### src/rtl/mwspi_pkg.sv
package mwspi_pkg;

   // configuration word, bit 0 is role select
   typedef struct packed {
      logic ie_ovr;    // 10
      logic ie_full;   // 9
      logic ie_busy;   // 8
      logic sel1_en;   // 7
      logic sel0_en;   // 6
      logic sel_pol;   // 5  1 = active high
      logic echo;      // 4
      logic idle_hi;   // 3
      logic alt;       // 2
      logic long_x;    // 1
      logic master;    // 0
   } cfg_t;

   localparam logic [1:0] A_CTRL = 2'd0;
   localparam logic [1:0] A_DATA = 2'd1;
   localparam logic [1:0] A_STAT = 2'd2;
   localparam logic [1:0] A_DIV  = 2'd3;

endpackage

### src/rtl/mwspi_sync.sv
module mwspi_sync #(
   parameter int   STAGES  = 2,
   parameter logic RST_VAL = 1'b0
) (
   input  logic clk,
   input  logic rst_n,
   input  logic d,
   output logic q
);
   logic [STAGES-1:0] ff;

   generate
      if (STAGES == 1) begin : g_one
         always_ff @(posedge clk or negedge rst_n)
            if (!rst_n) ff <= RST_VAL;
            else        ff <= d;
      end else begin : g_chain
         always_ff @(posedge clk or negedge rst_n)
            if (!rst_n) ff <= {STAGES{RST_VAL}};
            else        ff <= {ff[STAGES-2:0], d};
      end
   endgenerate

   assign q = ff[STAGES-1];
endmodule

### src/rtl/mwspi_clkgen.sv
module mwspi_clkgen #(
   parameter int DIV_W = 8
) (
   input  logic             clk,
   input  logic             rst_n,
   input  logic             run,
   input  logic             idle_hi,
   input  logic [DIV_W-1:0] div,
   output logic             sclk,
   output logic             tick_rise,
   output logic             tick_fall
);
   logic [DIV_W-1:0] cnt;
   logic             lvl;
   logic             wrap;

   assign wrap = run && (cnt == div);

   always_ff @(posedge clk or negedge rst_n) begin
      if (!rst_n) begin
         cnt <= '0;
         lvl <= 1'b0;
      end else if (!run) begin
         cnt <= '0;
         lvl <= idle_hi;
      end else if (wrap) begin
         cnt <= '0;
         lvl <= ~lvl;
      end else begin
         cnt <= cnt + 1'b1;
      end
   end

   assign sclk      = lvl;
   assign tick_rise = wrap & ~lvl;
   assign tick_fall = wrap &  lvl;
endmodule

### src/rtl/mwspi_shifter.sv
module mwspi_shifter #(
   parameter int LONG_LEN  = 16,
   parameter int SHORT_LEN = 8
) (
   input  logic                clk,
   input  logic                rst_n,
   input  logic                master,
   input  logic                long_x,
   input  logic                alt,
   input  logic                idle_hi,
   input  logic                echo,
   input  logic                start,
   input  logic                slv_sel,
   input  logic                rise,
   input  logic                fall,
   input  logic                din,
   input  logic [LONG_LEN-1:0] tx_word,
   output logic                active,
   output logic                dout,
   output logic                done,
   output logic [LONG_LEN-1:0] rx_word
);
   localparam int CW = $clog2(2*LONG_LEN+1);

   logic [LONG_LEN-1:0] tx_sh, rx_sh, ld;
   logic [CW-1:0]       ecnt, scnt, ecnt_n, scnt_n, nbits;
   logic                sel_d, go, drv, smp, first_samp, fin;

   assign first_samp = alt ^ idle_hi;
   assign nbits  = long_x ? CW'(LONG_LEN) : CW'(SHORT_LEN);
   assign ld     = long_x ? tx_word : (tx_word << (LONG_LEN-SHORT_LEN));
   assign go     = master ? start : (slv_sel & ~sel_d & ~active);
   assign drv    = active & (alt ? fall : rise);
   assign smp    = active & (alt ? rise : fall);
   assign ecnt_n = ecnt + 1'b1;
   assign scnt_n = scnt + 1'b1;
   assign fin    = master ? ((drv | smp) && (ecnt_n == (nbits << 1)))
                          : (smp && (scnt_n == nbits));

   always_ff @(posedge clk or negedge rst_n) begin
      if (!rst_n) begin
         active <= 1'b0;
         dout   <= 1'b0;
         done   <= 1'b0;
         sel_d  <= 1'b0;
         tx_sh  <= '0;
         rx_sh  <= '0;
         ecnt   <= '0;
         scnt   <= '0;
      end else begin
         done  <= 1'b0;
         sel_d <= slv_sel;
         if (go) begin
            active <= 1'b1;
            ecnt   <= '0;
            scnt   <= '0;
            rx_sh  <= '0;
            if (first_samp) begin
               dout  <= ld[LONG_LEN-1];
               tx_sh <= ld << 1;
            end else begin
               tx_sh <= ld;
            end
         end else if (!master && active && !slv_sel) begin
            active <= 1'b0;
         end else begin
            if (drv) begin
               dout  <= (echo && !master) ? rx_sh[0] : tx_sh[LONG_LEN-1];
               tx_sh <= tx_sh << 1;
            end
            if (smp) begin
               rx_sh <= {rx_sh[LONG_LEN-2:0], din};
               scnt  <= scnt_n;
            end
            if (drv | smp) ecnt <= ecnt_n;
            if (fin) begin
               active <= 1'b0;
               done   <= 1'b1;
            end
         end
      end
   end

   assign rx_word = long_x ? rx_sh
                           : {{(LONG_LEN-SHORT_LEN){1'b0}}, rx_sh[SHORT_LEN-1:0]};
endmodule

### src/rtl/mwspi_regs.sv
module mwspi_regs
   import mwspi_pkg::*;
#(
   parameter int DW    = 16,
   parameter int DIV_W = 8
) (
   input  logic             clk,
   input  logic             rst_n,
   input  logic             we,
   input  logic             re,
   input  logic [1:0]       addr,
   input  logic [DW-1:0]    wdata,
   input  logic             eng_active,
   input  logic             done,
   input  logic [DW-1:0]    rx_word,
   output cfg_t             cfg,
   output logic [DIV_W-1:0] div,
   output logic [DW-1:0]    tx_hold,
   output logic             go,
   output logic             busy,
   output logic             full,
   output logic             ovr,
   output logic [DW-1:0]    rdata,
   output logic             irq
);
   logic [DW-1:0] rbuf;
   logic          wr_data, rd_data, clr_ovr;

   assign busy    = eng_active | go;
   assign wr_data = we && (addr == A_DATA);
   assign rd_data = re && (addr == A_DATA);
   assign clr_ovr = we && (addr == A_STAT) && wdata[2];

   always_ff @(posedge clk or negedge rst_n) begin
      if (!rst_n) begin
         cfg     <= '0;
         div     <= '0;
         tx_hold <= '0;
         go      <= 1'b0;
         rbuf    <= '0;
         full    <= 1'b0;
         ovr     <= 1'b0;
      end else begin
         go <= wr_data && !busy && cfg.master;
         if (wr_data && !busy)            tx_hold <= wdata;
         if (we && (addr == A_CTRL))      cfg     <= cfg_t'(wdata[$bits(cfg_t)-1:0]);
         if (we && (addr == A_DIV))       div     <= wdata[DIV_W-1:0];
         if (done) begin
            full <= 1'b1;
            if (full && !rd_data) ovr  <= 1'b1;
            else                  rbuf <= rx_word;
         end else begin
            if (rd_data) full <= 1'b0;
            if (clr_ovr) ovr  <= 1'b0;
         end
      end
   end

   always_comb begin
      case (addr)
         A_CTRL:  rdata = DW'(cfg);
         A_DATA:  rdata = rbuf;
         A_STAT:  rdata = DW'({ovr, full, busy});
         default: rdata = DW'(div);
      endcase
   end

   assign irq = (cfg.ie_busy & busy) | (cfg.ie_full & full) | (cfg.ie_ovr & ovr);
endmodule

### src/rtl/mwspi_ctrl.sv
module mwspi_ctrl
   import mwspi_pkg::*;
#(
   parameter int LONG_LEN    = 16,
   parameter int SHORT_LEN   = 8,
   parameter int DIV_W       = 8,
   parameter int SYNC_STAGES = 2
) (
   input  logic                clk,
   input  logic                rst_n,
   input  logic                reg_we,
   input  logic                reg_re,
   input  logic [1:0]          reg_addr,
   input  logic [LONG_LEN-1:0] reg_wdata,
   output logic [LONG_LEN-1:0] reg_rdata,
   output logic                irq,
   input  logic                sclk_i,
   output logic                sclk_o,
   output logic                sclk_oe,
   input  logic                lna_i,
   output logic                lna_o,
   output logic                lna_oe,
   input  logic                lnb_i,
   output logic                lnb_o,
   output logic                lnb_oe,
   input  logic                sel0_i,
   output logic                sel0_o,
   output logic                sel0_oe,
   output logic                sel1_o,
   output logic                sel1_oe
);
   initial begin
      assert (SHORT_LEN >= 2 && SHORT_LEN < LONG_LEN)
         else $error("SHORT_LEN must be 2 or more and below LONG_LEN");
      assert (LONG_LEN >= $bits(cfg_t))
         else $error("LONG_LEN too narrow for the configuration word");
      assert (DIV_W >= 1 && DIV_W <= LONG_LEN)
         else $error("DIV_W out of range");
      assert (SYNC_STAGES >= 2)
         else $error("SYNC_STAGES must be 2 or more");
   end

   cfg_t                cfg;
   logic [DIV_W-1:0]    div;
   logic [LONG_LEN-1:0] tx_hold, rx_word;
   logic go, busy, full, ovr, eng_active, eng_done, dout;
   logic m_sclk, m_rise, m_fall;
   logic sclk_q, sclk_d, sel_q, slv_sel;
   logic rise, fall, din, act0, act1;

   mwspi_regs #(.DW(LONG_LEN), .DIV_W(DIV_W)) u_regs (
      .clk(clk), .rst_n(rst_n), .we(reg_we), .re(reg_re), .addr(reg_addr),
      .wdata(reg_wdata), .eng_active(eng_active), .done(eng_done),
      .rx_word(rx_word), .cfg(cfg), .div(div), .tx_hold(tx_hold), .go(go),
      .busy(busy), .full(full), .ovr(ovr), .rdata(reg_rdata), .irq(irq)
   );

   mwspi_clkgen #(.DIV_W(DIV_W)) u_clkgen (
      .clk(clk), .rst_n(rst_n), .run(cfg.master & eng_active),
      .idle_hi(cfg.idle_hi), .div(div), .sclk(m_sclk),
      .tick_rise(m_rise), .tick_fall(m_fall)
   );

   mwspi_sync #(.STAGES(SYNC_STAGES), .RST_VAL(1'b0)) u_sync_clk (
      .clk(clk), .rst_n(rst_n), .d(sclk_i), .q(sclk_q)
   );

   mwspi_sync #(.STAGES(SYNC_STAGES), .RST_VAL(1'b1)) u_sync_sel (
      .clk(clk), .rst_n(rst_n), .d(sel0_i), .q(sel_q)
   );

   always_ff @(posedge clk or negedge rst_n)
      if (!rst_n) sclk_d <= 1'b0;
      else        sclk_d <= sclk_q;

   assign slv_sel = !cfg.master && (sel_q == cfg.sel_pol);
   assign rise    = cfg.master ? m_rise : (sclk_q & ~sclk_d);
   assign fall    = cfg.master ? m_fall : (~sclk_q & sclk_d);
   assign din     = cfg.master ? lna_i : lnb_i;

   mwspi_shifter #(.LONG_LEN(LONG_LEN), .SHORT_LEN(SHORT_LEN)) u_shift (
      .clk(clk), .rst_n(rst_n), .master(cfg.master), .long_x(cfg.long_x),
      .alt(cfg.alt), .idle_hi(cfg.idle_hi), .echo(cfg.echo), .start(go),
      .slv_sel(slv_sel), .rise(rise), .fall(fall), .din(din),
      .tx_word(tx_hold), .active(eng_active), .dout(dout), .done(eng_done),
      .rx_word(rx_word)
   );

   assign act0    = cfg.master & busy & cfg.sel0_en;
   assign act1    = cfg.master & busy & cfg.sel1_en;
   assign sel0_o  = cfg.sel_pol ? act0 : ~act0;
   assign sel1_o  = cfg.sel_pol ? act1 : ~act1;
   assign sel0_oe = cfg.master;
   assign sel1_oe = cfg.master;
   assign sclk_o  = m_sclk;
   assign sclk_oe = cfg.master;
   assign lnb_o   = dout;
   assign lnb_oe  = cfg.master;
   assign lna_o   = dout;
   assign lna_oe  = slv_sel;
endmodule

### config.mk
export PLATFORM = sky130hd
export DESIGN_NAME = mwspi_ctrl
export DESIGN_NICKNAME = d
export VERILOG_FILES = /design/src/rtl/mwspi_pkg.sv /design/src/rtl/mwspi_sync.sv /design/src/rtl/mwspi_clkgen.sv /design/src/rtl/mwspi_shifter.sv /design/src/rtl/mwspi_regs.sv /design/src/rtl/mwspi_ctrl.sv
export SDC_FILE = /design/constraint.sdc
export NUM_CORES = 1
export LEC_CHECK = 0
export ABC_CLOCK_PERIOD_IN_PS = 2550
export BUFFER_PORTS_ARGS = -buffer_cell sky130_fd_sc_hd__clkbuf_2
export CAP_MARGIN = 20
export CORE_UTILIZATION = 54
export DETAILED_ROUTE_END_ITERATION = 8
export PLACE_DENSITY = 0.78
export SYNTH_ARGS = -nofsm -noshare
export SYNTH_HDL_FRONTEND = slang
export SYNTH_SLANG_ARGS = --single-unit
### constraint.sdc
create_clock -name clk -period 2.55 [get_ports clk]
set_clock_uncertainty 0.2 [all_clocks]
set_input_delay 0.765 -clock clk [delete_from_list [all_inputs] [get_ports clk]]
set_output_delay 0.765 -clock clk [all_outputs]
set_load 0.03 [all_outputs]
* After elaboration in Yosys (flattened, before gate mapping)
Cells that the tools add are included.
Widths: inputs -> output; s select.
** Cells by class
- Add/subtract/negate cells :: 3
- Eq/ne operators :: 11
- Multiplexer cells :: 46
- Bitwise operators :: 28
- Reduce and logical (&&, ||, !) cells :: 33
** Operators by type and width (count)
- $mux 16 :: 9
- $pmux 16 s3 :: 1
- $mux 6 :: 6
- $mux 1 :: 27
- $logic_and 1x1->1 :: 16
- $mux 8 :: 2
- $and 1x1->1 :: 15
- $add 6x1->6 const B :: 2
- $eq 6x6->1 :: 2
- $reduce_and 2->1 :: 5
- $reduce_bool 2->1 :: 5
- $add 8x1->8 const B :: 1
- $eq 8x8->1 :: 1
- $not 1->1 :: 8
- $ne 2x2->1 const B :: 3
- $mux 5 :: 1
- $eq 2x2->1 const B :: 2
- $logic_not 1->1 :: 4
- $or 1x1->1 :: 4
- $reduce_and 3->1 :: 1
- $reduce_bool 3->1 :: 1
- $eq 2x1->1 const B :: 1
- $logic_not 2->1 :: 1
- $ne 2x1->1 const B :: 1
- other kinds (2) :: 2
** Word-level totals
- Register bits :: 116
- Bits of input ports :: 26
- Output and inout port bits :: 27
- Logic and storage cells :: 151

* Logic depth before layout (Yosys ltp)
Gate-level depths: netlist of run 1.
- Depth in word-level cells :: 12
- Mapped depth :: 8

* Cells and area by module
Synthesis of run 1 repeated with hierarchy kept, for this count alone.
** Unflattened totals
- Cells, all modules :: 536
- Area total of the unflattened synthesis :: 6028.3 um^2
** By module, submodules not included
- mwspi_shifter :: instances 1, cells each 304, area each 2839.0 um^2, seq. area each 1201.2 um^2
- mwspi_regs :: instances 1, cells each 159, area each 2392.3 um^2, seq. area each 1351.3 um^2
- mwspi_clkgen :: instances 1, cells each 50, area each 536.8 um^2, seq. area each 225.2 um^2
- mwspi_ctrl :: instances 1, cells each 19, area each 157.7 um^2, seq. area each 25.0 um^2
- mwspi_sync at u_sync_sel :: instances 1, cells each 2, area each 52.6 um^2, seq. area each 52.6 um^2
- mwspi_sync at u_sync_clk :: instances 1, cells each 2, area each 50.0 um^2, seq. area each 50.0 um^2

* Worst setup path after synthesis of run 1
OpenSTA, ideal clock, no wires.
- Path type :: input to output
- Start point :: in reg_addr[0]
- End point :: out reg_rdata[3]
- Data arrival time :: 2.154 ns
- Setup slack :: -0.569 ns
- Stages :: 4
- Path buffers :: 2
- Cell sequence :: buf_2 -> buf_1 -> mux2i_1 -> o21ai_0
** On the way
- Longest elaborated chain between the ends :: 2
- Elaborated cells on any way between the ends :: 4
** RTL lines
- from (decl) :: RTL line mwspi_ctrl.sv:13 : input logic [1:0] reg_addr,
- $eq 2x2->1, or another cell as far along :: RTL line mwspi_regs.sv:60 : case (addr)
- $pmux 16 s3 (*) :: RTL line mwspi_regs.sv:60
- to (decl) :: RTL line mwspi_ctrl.sv:15 : output logic [LONG_LEN-1:0] reg_rdata,
Mark *: on every way between the ends. The rest lies on a longest branch, timed or not.

* Worst setup path in the final report of run 1
- Start point :: reg u_regs.go
- End point :: out reg_rdata[0]
** On the way
- Longest elaborated chain between the ends :: 2
** RTL lines
- from (decl) :: RTL line mwspi_regs.sv:19 : output logic go,
- from (signal assigned) :: RTL line mwspi_regs.sv:44 : go <= wr_data && !busy && cfg.master;
- $or 1x1->1 :: RTL line mwspi_regs.sv:29 : assign busy = eng_active | go;
- $pmux 16 s3 :: RTL line mwspi_regs.sv:60
Every way passes these cells.

==> results of run 1 <==
==> timing repair <==
action | 4_1_cts | 5_1_grt
endpoints found under the setup margin | 20 | 7
setup buffers | 8 | 2
hold buffers | 1 | 0
hold endpoints to repair | 12 | 0
pin swaps | 2 | 2
resized for setup | 29 | 8
==> path summary, 6_finish.rpt <==
check	endpoint	cells past startpoint
setup / recovery	reg_rdata[0]	3
hold / removal	u_sync_sel.ff[0]$_DFF_PN1_	1
setup reg to reg	u_shift.rx_sh[1]$_DFFE_PN0P_	7
hold reg to reg	u_sync_clk.ff[1]$_DFF_PN0_	0
max in group asynchronous	u_regs.cfg[0]$_DFFE_PN0P_	3
min in group asynchronous	u_regs.tx_hold[3]$_DFFE_PN0P_	2
==> Yosys cell counts, drive strengths merged, types with 3 or more instances <==
cell | number | area [µm²]
clkbuf | 14 | 53.8
mux2 | 48 | 541
xnor2 | 14 | 123
nor2 | 29 | 111
buf | 28 | 174
o21ai | 48 | 240
a31oi | 10 | 68.8
nand2b | 5 | 31.3
mux4 | 10 | 225
nor3b | 3 | 22.5
and4 | 4 | 35.0
inv | 8 | 30.0
mux2i | 15 | 150
nand4 | 6 | 37.5
nand2 | 56 | 213
nor3 | 5 | 25.0
and2 | 10 | 62.6
and3 | 10 | 67.6
ha | 3 | 37.5
a21oi | 23 | 115
o211ai | 11 | 82.6
xor2 | 10 | 95.1
or3 | 6 | 37.5
nand3 | 42 | 210
o31ai | 4 | 30.0
dfrtp | 114 | 2850
==> power by group through the flow <==
stage	logic [µW]	registers (µW)	clock network (µW)
after floorplan	1460	2510	0
after global placement	1830	2610	0
after detailed placement	1900	2630	0
after CTS	2040	2610	2550
after global routing	2240	2670	2640
final	2080	2620	2540
==> cell families after synthesis <==
| kind of cell | Yosys count |
|---|---|
| and+or+nand+nor | 187 |
| muxes | 73 |
| buffers and inverters | 50 |
| DFF | 116 |
| xor gates and xnor gates | 24 |
| AOI/OAI and AO/OA | 119 |
| adders and majority gates | 3 |
==> layout make-up <==
| class | count | area, µm² | share of cell area, % |
|---|---|---|---|
| flip-flops and latches | 116 | 2910 | 39.6 |
| multi-input cells | 406 | 2910 | 39.5 |
| repair buffers | 89 | 701 | 9.53 |
| clock buffers | 20 | 455 | 6.19 |
| clock inverters | 12 | 178 | 2.42 |
| well taps | 140 | 175 | 2.38 |
| inverters | 8 | 30.0 | 0.408 |
==> placed cells by master (no fill, tap or decap), types with 11 or more instances in the layout <==
cell type                     n
sky130_fd_sc_hd__xnor2_1     14
sky130_fd_sc_hd__nor2_1      24
sky130_fd_sc_hd__nand3_1     40
sky130_fd_sc_hd__nand2_1     55
sky130_fd_sc_hd__clkbuf_16   17
sky130_fd_sc_hd__clkbuf_2    41
sky130_fd_sc_hd__mux2i_1     14
sky130_fd_sc_hd__a21oi_1     23
sky130_fd_sc_hd__mux2_2      48
sky130_fd_sc_hd__o21ai_0     41
sky130_fd_sc_hd__o211ai_1    11
sky130_fd_sc_hd__buf_4       32
sky130_fd_sc_hd__dfrtp_1    111
==> metrics by stage <==
stage | hold WS, ns | instance area (µm²) | setup TNS (ns)
final | 0.128 | 7350 | -0.879
after global routing | 0.118 | 7350 | -1.08
after CTS | 0.110 | 7330 | -0.993
after detailed placement | 0.140 | 6520 | -1.70
after global placement | 0.138 | 6520 | -1.15
after floorplan | 0.131 | 6030 | 0
==> per-layer routing <==
metal  vias to the layer above  wire [µm]
met5                         -          0
met1                      2424       6450
met2                       193       7810
met4                         0        561
met3                        43        890
li1                       2206          -
==> state kept, by name, indices dropped and copies added, names as in the netlist, 2 cells and up <==
name	count
u_clkgen.cnt	8
u_regs.cfg	11
u_regs.div	8
u_regs.rbuf	16
u_regs.tx_hold	16
u_shift.ecnt	6
u_shift.rx_sh	16
u_shift.scnt	6
u_shift.tx_sh	16
u_sync_clk.ff	2
u_sync_sel.ff	2
==> critical path: stages (launching register included) <==
cell                      delay (ns)
sky130_fd_sc_hd__dfrtp_1        0.40
sky130_fd_sc_hd__or2_4          0.29
sky130_fd_sc_hd__mux4_2         0.51
sky130_fd_sc_hd__buf_8          0.16
==> impl.org, run 1 <==
** Power and ir drop
- Sw Pwr :: 2390 µW
- Part of the power in registers :: 36.2%
- Leakage :: 0.00327 µW
- Net switching is 33.1% of the power.
- Combinational Power Share :: 28.7%
- Power after layout :: 7240 µW
- Maximum VDD drop :: 0.000653 V
- Clock Power Share :: 35.1%
- Internal power consumption :: 4850 µW
- Power density over the cells :: 985 nW/µm²

** Die
- For this configuration, the core starts out at a cell density of 55.4%.
- The floorplan step defined a die boundary enclosing 11500 µm².
- Area of the core region :: 10800 µm²
- Measured along the x axis, the die boundary spans 107 µm.
- In this run the core area contains 38 standard-cell rows.
- Ports :: 53
- Die Height :: 107 µm

** Clocking
- CTS tree :: yes
- CTS H-tree depth :: 4
- The root buffer cell chosen for the clock tree is sky130_fd_sc_hd__clkbuf_8.
- Clock-pin slew was measured on the worst setup and hold paths at 0.06 ns.
- The clock passes through at most 2 buffers.
- The later pin in the worst-skew pair is clocked with a latency of 0.52 ns.
- TritonCTS created 17 clock buffers.
- The clock drives 116 sinks.

** Global routing
- Met2 Resource Use GR :: 49.6%
- Global routing used 35.3% of the available met1 tracks.
- Number of antenna violations at the first check in global routing :: 0
- Global routing used 29.3% of the available tracks across all layers.
- Maximum number of pins on one net before global-route repair :: 43
- Highest-utilization routing layer at the global route stage :: met2
- The via count of the first global-routing pass is 4871.
- Total gr overflow :: 0
- Met3 Use GR :: 6.66%
- Global-route wire length before repair :: 25200 µm

** Layout
- Share of post-route cells with drive strength above 1 :: 31.6%
- In the final design database the tool counted 667 nets.
- The filler cells instantiated in the layout total 771.
- Final cell count without fillers :: 791
- P&R area growth vs syn :: 22.5%
- Cells fill 67.8% of the core in the end.
- 0 antenna diodes ended up in the layout.

** Placement
- Detail Placement HPWL :: 10200 µm
- Input/output buffers :: 52
- Prior to clock tree synthesis, the placed netlist has a worst setup slack of -0.160 ns.
- Placed insts :: 748
- Last weighted congestion value of the routability-driven placer :: 0.873

** Hold path
- The min-delay analysis places its worst path in the category in -> reg.
- Startpoint of the most critical hold path :: sel0_i

** Critical path
- In this run the critical register-to-register path is launched from u_regs.cfg[2]$_DFFE_PN0P_.
- Data on the critical path arrives at its endpoint at 1.89 ns.
- Critical path data required time :: 1.59 ns
- STA classifies the critical path startpoint as a flop.
- STA classifies the critical path endpoint as a primary output.
- The most critical setup path has its startpoint at u_regs.go$_DFF_PN0_.
- Of all nets on the critical path, the largest fanout is 4.
- Critical setup path kind :: reg -> out
- The worst register-to-register path has a setup slack of 0.16 ns.

** Synth
- Main synth FF type :: sky130_fd_sc_hd__dfrtp_1
- Cell Area, Synth :: 6000 µm²
- Distinct cells, synth :: 62
- The cell count after synthesis came out at 572.
- Post-synth EDFFs :: 0
- Dominant combinational cell family by area after synthesis :: simple AND/OR/NAND/NOR gates
- Sequential elements use 48.4% of the synthesized area.
- Summing the areas of all compound-gate instances in the mapped netlist gives 12.2% of the synthesized area.
- Synthesized-area fraction occupied by and/or/nand/nor cells :: 15.6%
- Summing the areas of all fa, ha and maj instances in the mapped netlist gives 0.625% of the synthesized area.
- Share of synthesized area spent on multiplexers :: 15.3%
- For this run, the number of Yosys warnings is 0.
- Avg Cell Area, Syn :: 10.5 µm²
- The synthesized netlist devotes 3.63% of its cell area to XOR and XNOR gates.
- Total nets after synthesis :: 601
- In the synthesized netlist the async set-or-reset flop fraction comes to 100%.
- In this run, synthesis produced a sequential element count of 116.

** STA
- Fin crit share :: 112%
- Slew Limit Headroom :: 64.0%
- Slew Limit Fails :: 0
- Number of failing setup endpoints in the final timing report :: 5
- Min cycle time layout :: 2.85 ns
- Setup repair after global routing could not meet its margin everywhere.
- Once routing completed, OpenROAD measured the worst setup slack at -0.301 ns.
- Maximum achievable frequency :: 0.351 GHz
- For the pin with the worst max-slew slack, the measured transition is 0.538 ns.
- The total count of hold-check failures in the final report is 0.

** Detailed routing
- Count of vias placed by the detailed router :: 4866
- In this run the remaining antenna-violating nets after routing total 0.
- Routed length per instance :: 19.9 µm
- Number of vias per cell :: 6.15
- For this block, the initial DRC count from the detailed router was 348.
- Wirelength, routed :: 15700 µm
- Number of DRC violations after detailed routing :: 0
- Drt first pass iters :: 7

** Job
- Number of max-cap violations :: 0

** Outcome
- The final reports fail on negative setup slack.
- The run finished, with violations left.
No activity file was read; power rests on OpenSTA's default activity.
==> run 2: changes to the inputs <==
- CORE_MARGIN: not set -> 2
- REMOVE_ABC_BUFFERS: not set -> 1
==> run 2 against run 1 <==
  * The flow still finishes with violations (negative setup slack)
  * Setup slack gained 0.020 ns
  * Clock-buffer cell count grew 2
  * Combinational power is essentially flat
  * Sequential share of layout area shrank 0.41 points
  * Non-clock buffer count grew 4
  * Total power grew 1.3%
  * Sequential cell count is the same
  * Core utilization grew 0.72 points
  * Final area grew 1.1%
  * Critical path depth grew 1
  * Register-to-register slack lost 0.11 ns
  * Highest routed layer unchanged
==> impl.org, run 2 (synthesis results as in run 1) <==
** Detailed routing
- Number of vias per cell :: 6.40
- Drt first pass iters :: 5
- First-iteration detailed-routing DRC count :: 379
- For this block, the via count after detailed routing is 5089.
- Number of DRC violations after detailed routing :: 0
- Final ANT Viol Nets :: 0
- In the final routed layout, each cell accounts on average for 20.8 µm.
- Wirelength, routed :: 16600 µm

** Die
- The floorplan step set the die height to 109 µm.
- Row generation in the floorplan step produced 38 rows.
- Die span in x :: 109 µm
- Area of the core region :: 10800 µm²
- Starting Density :: 55.4%
- 53 I/O pins were placed.
- The die covers 12000 µm².

** Clocking
- Total of hold buffers inserted after clock tree synthesis :: 0
- Counting the buffers created by CTS gives 17.
- The clock tree synthesis step divided the H-tree into 4 levels.
- Clock transition at the registers of the reported paths :: 0.06 ns
- The tree built by TritonCTS fans out to 116 sinks.
- The cell sitting at the root of the clock tree is a sky130_fd_sc_hd__clkbuf_8.
- CTS tree :: yes
- The later pin in the worst-skew pair is clocked with a latency of 0.53 ns.
- No sink is reached through more buffers than the 2 on the longest clock path.

** STA
- Setup violations remaining at the end of the flow were counted as 6.
- Slew Limit Fails :: 0
- For the pin with the worst max-slew slack, the measured transition is 0.584 ns.
- Fin crit share :: 111%
- After routing, the total negative slack on setup checks comes to -0.996 ns.
- Setup slack on the critical path of the routed design comes to -0.282 ns.
- The worst path in the final design needs a cycle of 2.83 ns, including I/O delays and setup.
- The worst pin sits at a relative slew slack of 61.1%.
- Based on the critical path, the design can be clocked at up to 0.353 GHz.
- The total count of hold-check failures in the final report was 0.
- Setup repair after global routing missed its margin :: yes

** Critical path
- STA classifies the critical path startpoint as a flop.
- Critical path capture point type :: primary output
- In this run the worst path has a maximum fanout of 3.
- Critical path data required time :: 1.59 ns
- Data arrives at the worst endpoint at 1.87 ns.
- Critical setup path kind :: reg -> out

** Placement
- During placement, the flow inserted port buffers numbering 52.
- Detail Placement HPWL :: 10200 µm
- Routability-driven placement finished with a final weighted congestion of 0.880.

** Power and ir drop
- Across the VDD grid, the largest voltage drop is 0.000545 V.
- Leakage :: 0.00330 µW
- The design draws 7340 µW.
- Power density over the cells :: 987 nW/µm²

** Layout
- Area occupied by multi-input gates :: 2900 µm²
- Most common cell after layout, fill and taps aside :: sky130_fd_sc_hd__dfrtp_1
- Finished Core Util :: 68.5%
- Top library cells by usage in the layout, fill and taps aside :: sky130_fd_sc_hd__dfrtp_1, sky130_fd_sc_hd__nand2_1, sky130_fd_sc_hd__mux2_2
- For this run, the post-layout net count is 671.
- Registers take 2910 µm².
- The number of antenna diodes in the final layout is 0.
- P&R area growth vs syn :: 23.8%
- Fill cells in the final layout number 745.
- The post-route netlist has 31.0% of its cells at a drive strength greater than 1.

** Global routing
- GRT Total Usage :: 29.0%
- Number of antenna violations at the first check in global routing :: 0
- The first global-routing pass estimated 26000 µm of wire.
- For this run the aggregate overflow at the end of global routing stands at 0.
- The via count of the first global-routing pass is 5034.
- Maximum number of pins on one net before global-route repair :: 41

** Outcome
- The flow ran to the end, but the final reports show violations.
- Violations in the final reports :: negative setup slack

** Hold path
- In this run the worst hold path is classified as in -> async.

** Job
- The tool flagged a number of max-cap violations equal to 0.
-- run 2: changes by cell type in the layout (fill, tap and decap cells not counted), moves of 4 or more --
| cell | change |
|---|---|
| sky130_fd_sc_hd__clkbuf_2 | -9 |
| sky130_fd_sc_hd__buf_4 | +8 |
| sky130_fd_sc_hd__o21ai_2 | -5 |
| sky130_fd_sc_hd__clkbuf_8 | +4 |
| sky130_fd_sc_hd__nor2_2 | -4 |
| sky130_fd_sc_hd__o21ai_1 | +4 |
-- run 2: worst max-delay path: stages, from the launching register on --
cell                       delay [ns]
sky130_fd_sc_hd__dfrtp_1         0.40
sky130_fd_sc_hd__or2_4           0.28
sky130_fd_sc_hd__a222oi_1        0.35
sky130_fd_sc_hd__inv_1           0.15
sky130_fd_sc_hd__buf_8           0.16
-- run 2: routing by layer --
| metal | up-vias | part of all wire, % | global-route usage (%) | wire length (µm) |
|---|---|---|---|---|
| li1 | 2219 | - | - | - |
| met1 | 2511 | 40 | 37.5 | 6670 |
| met2 | 296 | 48 | 45.5 | 7970 |
| met3 | 63 | 7.6 | 6.99 | 1260 |
| met4 | 0 | 4.0 | 14.9 | 660 |
| met5 | - | 0 | 0 | 0 |
-- run 2: path summary, 6_finish.rpt --
check | slack (ns) | cells after the start | startpoint | end
max | -0.28 | 4 | u_regs.go$_DFF_PN0_ | irq
min | 0.03 | 1 | rst_n | u_shift.tx_sh[4]$_DFFE_PN0P_
max reg2reg | 0.05 | 7 | u_regs.div[1]$_DFFE_PN0P_ | u_shift.tx_sh[14]$_DFFE_PN0P_
min reg2reg | 0.15 | 0 | u_sync_clk.ff[0]$_DFF_PN0_ | u_sync_clk.ff[1]$_DFF_PN0_
max in group asynchronous | 1.47 | 2 | rst_n | u_sync_sel.ff[0]$_DFF_PN1_
min in group clk | 0.11 | 1 | sel0_i | u_sync_sel.ff[0]$_DFF_PN1_
-- run 2: through the flow --
stage,area [µm²],setup WS (ns),instances,hold slack [ns]
floorplan,5780,-2.03,530,0.131
global placement,6460,-0.106,749,0.139
detailed placement,6460,-0.139,749,0.143
CTS,7390,-0.254,793,0.0285
global route,7430,-0.330,795,0.0533
finish,7430,-0.282,795,0.0259
-- run 2: final cells by class --
cell class	count	share of cell area, %
clock buffers	22	6.50
clock inverters	10	2.27
inverters	8	0.404
multi-input cells	406	39.0
flip-flops and latches	116	39.1
well taps	140	2.36
repair buffers	93	10.3
-- run 2: repair_timing --
item	4_1_cts	5_1_grt
endpoints found under the setup margin	20	15
hold endpoints to repair	0	0
cloned	1	0
buffers inserted	11	2
gates resized for setup	45	19
pin swaps	4	0
-- run 2: where the power goes --
| group | switching, µW | internal [µW] | leakage [µW] |
|---|---|---|---|
| combinational | 1160 | 940 | 0.00149 |
| clock | 875 | 1720 | 0.000310 |
| sequential | 409 | 2230 | 0.00150 |
==> run 3: changes to the inputs <==
- ABC_AREA: not set -> 1
- CAP_MARGIN: 20 -> not set
- GPL_TIMING_DRIVEN: not set -> 0
==> run 3 against run 2 <==
  * The run still ends with negative setup slack left
  * Clock power is 4% lower
  * Total power shrank 0.62%
  * Final area decreased by 3.2%
  * Critical path type is now in -> out
  * Largest power group unchanged
==> impl.org, run 3 <==
** Layout
- The library cell used most frequently in the layout, excluding fill and tap cells, is sky130_fd_sc_hd__nand2_1.
- After the flow finishes, the layout carries non-filler instances totaling 936.
- The top cell types in the final layout, fill and taps aside, are sky130_fd_sc_hd__nand2_1, sky130_fd_sc_hd__dfrtp_1, sky130_fd_sc_hd__inv_1.
- Compared with the post-synthesis result, the final layout area differs by 22.6%.
- Area occupied by multi-input gates :: 2650 µm²
- Finished Core Util :: 67.2%
- Share of post-route cells with drive strength above 1 :: 22.7%
- Final #Nets :: 812
- Registers take 2910 µm².
- 0 antenna diodes ended up in the layout.
- Number of inserted filler cells in the final layout :: 819

** Critical path
- Critical path arrival :: 1.68 ns
- Slowest cell on the critical path :: sky130_fd_sc_hd__a221oi_2
- Largest stage delay, worst path :: 0.24 ns
- Buf+Inv Stages, Crit Path :: 4
- Critical path data required time :: 1.59 ns
- Maximum fanout count along the critical path :: 7
- CP startpoint kind :: input pin
- Critical path capture point type :: primary output
- Critical setup path kind :: in -> out
- Grouping stages by cell kind, the critical path spends the most delay in buffers and inverters.
- The signal on the critical path passes through clkbuf_16, clkinv_8, nor2_4, buf_12, a221oi_2, o21ai_1, buf_4.

** Global routing
- For this run the aggregate overflow at the end of global routing stands at 0.
- Maximum number of pins on one net before global-route repair :: 117
- Number of antenna violations at the first check in global routing :: 0
- The via count of the first global-routing pass came to 4985.
- Across every metal layer, demand over resource in global routing totals 27.1%.
- The first global-routing pass estimated 24200 µm of wire.

** Die
- Starting Density :: 54.8%
- The core region is 10700 µm².
- Die Height :: 108 µm
- Ports :: 53
- In this run the core area contains 38 standard-cell rows.
- The floorplan step defined a die boundary enclosing 11700 µm².
- The die is 108 µm wide.

** Detailed routing
- In this run the remaining antenna-violating nets after routing total 0.
- Number of vias per cell :: 5.64
- First-iteration detailed-routing DRC count :: 485
- For this run, design rule violations remaining after detail routing come to 0.
- Wires add up to 15400 µm.
- Routed length per instance :: 16.4 µm
- Count of vias placed by the detailed router :: 5278
- For this run, the detailed router's first-pass iteration total came to 5.

** Power and ir drop
- For this design the total switching power over the nets is 2620 µW.
- Internal power consumption :: 4670 µW
- Power spread over the standard cell area amounts to 1010 nW/µm².
- For this design the static power due to leakage is 0.00352 µW.
- The design draws 7290 µW.
- The share of total power dissipated in the clock network is 34.2%.
- Part of the power in registers :: 36.3%
- Maximum VDD drop :: 0.000567 V
- In this run, the combinational gates consume 29.4% of the power.
- Net switching is 35.9% of the power.

** STA
- Maximum achievable frequency :: 0.378 GHz
- The total count of hold-check failures in the final report came to 0.
- Setup repair after global routing missed its margin :: yes
- Hold Slack :: 0.110 ns
- Setup violations remaining at the end of the flow were counted as 4.
- Fin crit share :: 104%
- Min cycle time layout :: 2.65 ns
- Slew Limit Headroom :: 32.7%
- PnR worst setup slack :: -0.0975 ns
- For the pin with the worst max-slew slack, the measured transition is 1.01 ns.
- Slew Limit Fails :: 0

** Synth
- Warnings, synthesis :: 0
- Averaged over all synthesized cells, the footprint is 8.08 µm².
- Ranked by total cell area, the synthesized netlist is headed by sky130_fd_sc_hd__dfrtp_1, sky130_fd_sc_hd__nand2_1, sky130_fd_sc_hd__o21ai_0, sky130_fd_sc_hd__inv_1, sky130_fd_sc_hd__nor2_1.
- The synthesized design contains 116 register bits.
- Distinct cells, synth :: 38
- By count the netlist is led by sky130_fd_sc_hd__nand2_1, sky130_fd_sc_hd__dfrtp_1, sky130_fd_sc_hd__inv_1, sky130_fd_sc_hd__o21ai_0, sky130_fd_sc_hd__nor2_1.
- Of all cell types, the one taking the most synthesized area is sky130_fd_sc_hd__dfrtp_1.
- The share of the Yosys chip area taken by registers is 49.5%.
- The share of synthesized area in the top cell type comes to 48.6%.
- The cell area that synthesis handed to floorplanning was 5860 µm².
- Among all flip-flop cells after synthesis, the most frequent one is sky130_fd_sc_hd__dfrtp_1.
- Number of instances in the synthesized netlist :: 726
- Most frequently used cell type in the post-synthesis netlist :: sky130_fd_sc_hd__nand2_1
- Counting flops with a built-in enable in the synthesized netlist gives 0.
- Counting flops with an async set or reset pin after synthesis yields a share of 100%.

** Clocking
- Clock tree synthesis selected as its root buffer the cell sky130_fd_sc_hd__clkbuf_8.
- Clock transition at the registers of the reported paths :: 0.06 ns
- TritonCTS built the clock tree.
- Inserted Clock Buffers :: 17
- Clock insertion delay at the later pin of the skew report :: 0.54 ns
- Deepest clock path buffer count :: 2
- The H-tree was split into 4 levels.
- Sinks on the clock net :: 116

** Hold path
- Worst min-delay path category :: in -> async

** Outcome
- The flow ran to the end, but the final reports show violations.
- Violations in the final reports :: negative setup slack

** Placement
- The congestion estimate from routability-driven global placement came to 0.881.
- Placed insts :: 885
- Detail Placement HPWL :: 9240 µm
- Port buffering added 52 buffers.

** Job
- Number of max-cap violations :: 0
-- run 3: cell types whose count changed after synthesis, sizes merged, moves of 6 or more --
cell / before / now
mux4: 10 / 0
nand2: 56 / 255
and3: 10 / 0
nor2: 29 / 46
inv: 8 / 75
nand3: 42 / 32
a21oi: 23 / 10
mux2: 48 / 5
and2: 10 / 0
xnor2: 14 / 2
or3: 6 / 0
o21ai: 48 / 91
-- run 3: worst reg2reg max path: cells and delay by family (launching register included) --
family	cells	cell delay (ns)
flops	1	0.38
simple gates	11	1.50
buf+inv	1	0.09
compound gates	1	0.08
-- run 3: worst paths after layout --
kind | startpoint | to | slack (ns) | cells after the start
min reg2reg | u_sync_clk.ff[0]$_DFF_PN0_ | u_sync_clk.ff[1]$_DFF_PN0_ | 0.16 | 0
max in group asynchronous | rst_n | u_regs.cfg[1]$_DFFE_PN0P_ | 1.27 | 1
max | reg_addr[0] | reg_rdata[2] | -0.1 | 7
min | rst_n | u_regs.rbuf[14]$_DFFE_PN0P_ | 0.11 | 1
min in group clk | sel0_i | u_sync_sel.ff[0]$_DFF_PN1_ | 0.12 | 1
max reg2reg | u_regs.div[6]$_DFFE_PN0P_ | u_shift.rx_sh[6]$_DFFE_PN0P_ | 0.18 | 13
-- run 3: power groups by stage --
stage                     sequential (µW)  clock [µW]  combinational [µW]
final                                2650        2500                2150
after global routing                 2690        2580                2390
after CTS                            2630        2510                2020
after detailed placement             2680           0                1820
after global placement               2650           0                1740
after floorplan                      2620           0                1320
-- run 3: metal layers --
layer  track usage (%)  wire length (µm)  up-vias
met2              41.4              7280      255
met1              34.5              6190     2505
li1                  -                 -     2450
met3              6.03              1060       68
met4              18.2               826        0
met5                 0                 0        -
-- run 3: final cells by class --
class | instances | area share (%)
clock inverter | 13 | 2.52
tap | 140 | 2.44
timing repair buffer | 71 | 7.27
multi-input combinational | 502 | 36.9
clock buffer | 19 | 6.14
inverter | 75 | 4.24
sequential | 116 | 40.5
-- run 3: logic make-up after synthesis --
| logic type | synth area share, % |
|---|---|
| AO/OA/AOI/OAI | 11.7 |
| XOR/XNOR | 1.34 |
| adder cells (fa/ha/maj) | 0.640 |
| buffers and inverters | 8.19 |
| flip-flops | 49.5 |
| multiplexers | 3.52 |
| AND/OR/NAND/NOR | 25.0 |
-- run 3: timing repair --
item	4_1_cts	5_1_grt
pin swaps	9	11
gates resized for setup	54	43
hold endpoints to repair	0	0
setup buffers	13	5
gates cloned	0	1
endpoints found under the setup margin	67	59
hold buffers	0	0
-- run 3: per-stage QoR --
step	setup TNS [ns]	setup WS [ns]	cell area, µm²
6_report	-0.232	-0.0975	7190
4_1_cts	-0.198	-0.117	7050
3_5_place_dp	-66.38	-1.37	6130
5_1_grt	-0.358	-0.113	7190
2_1_floorplan	-50.34	-1.27	5670
3_3_place_gp	-191.55	-1.36	6100
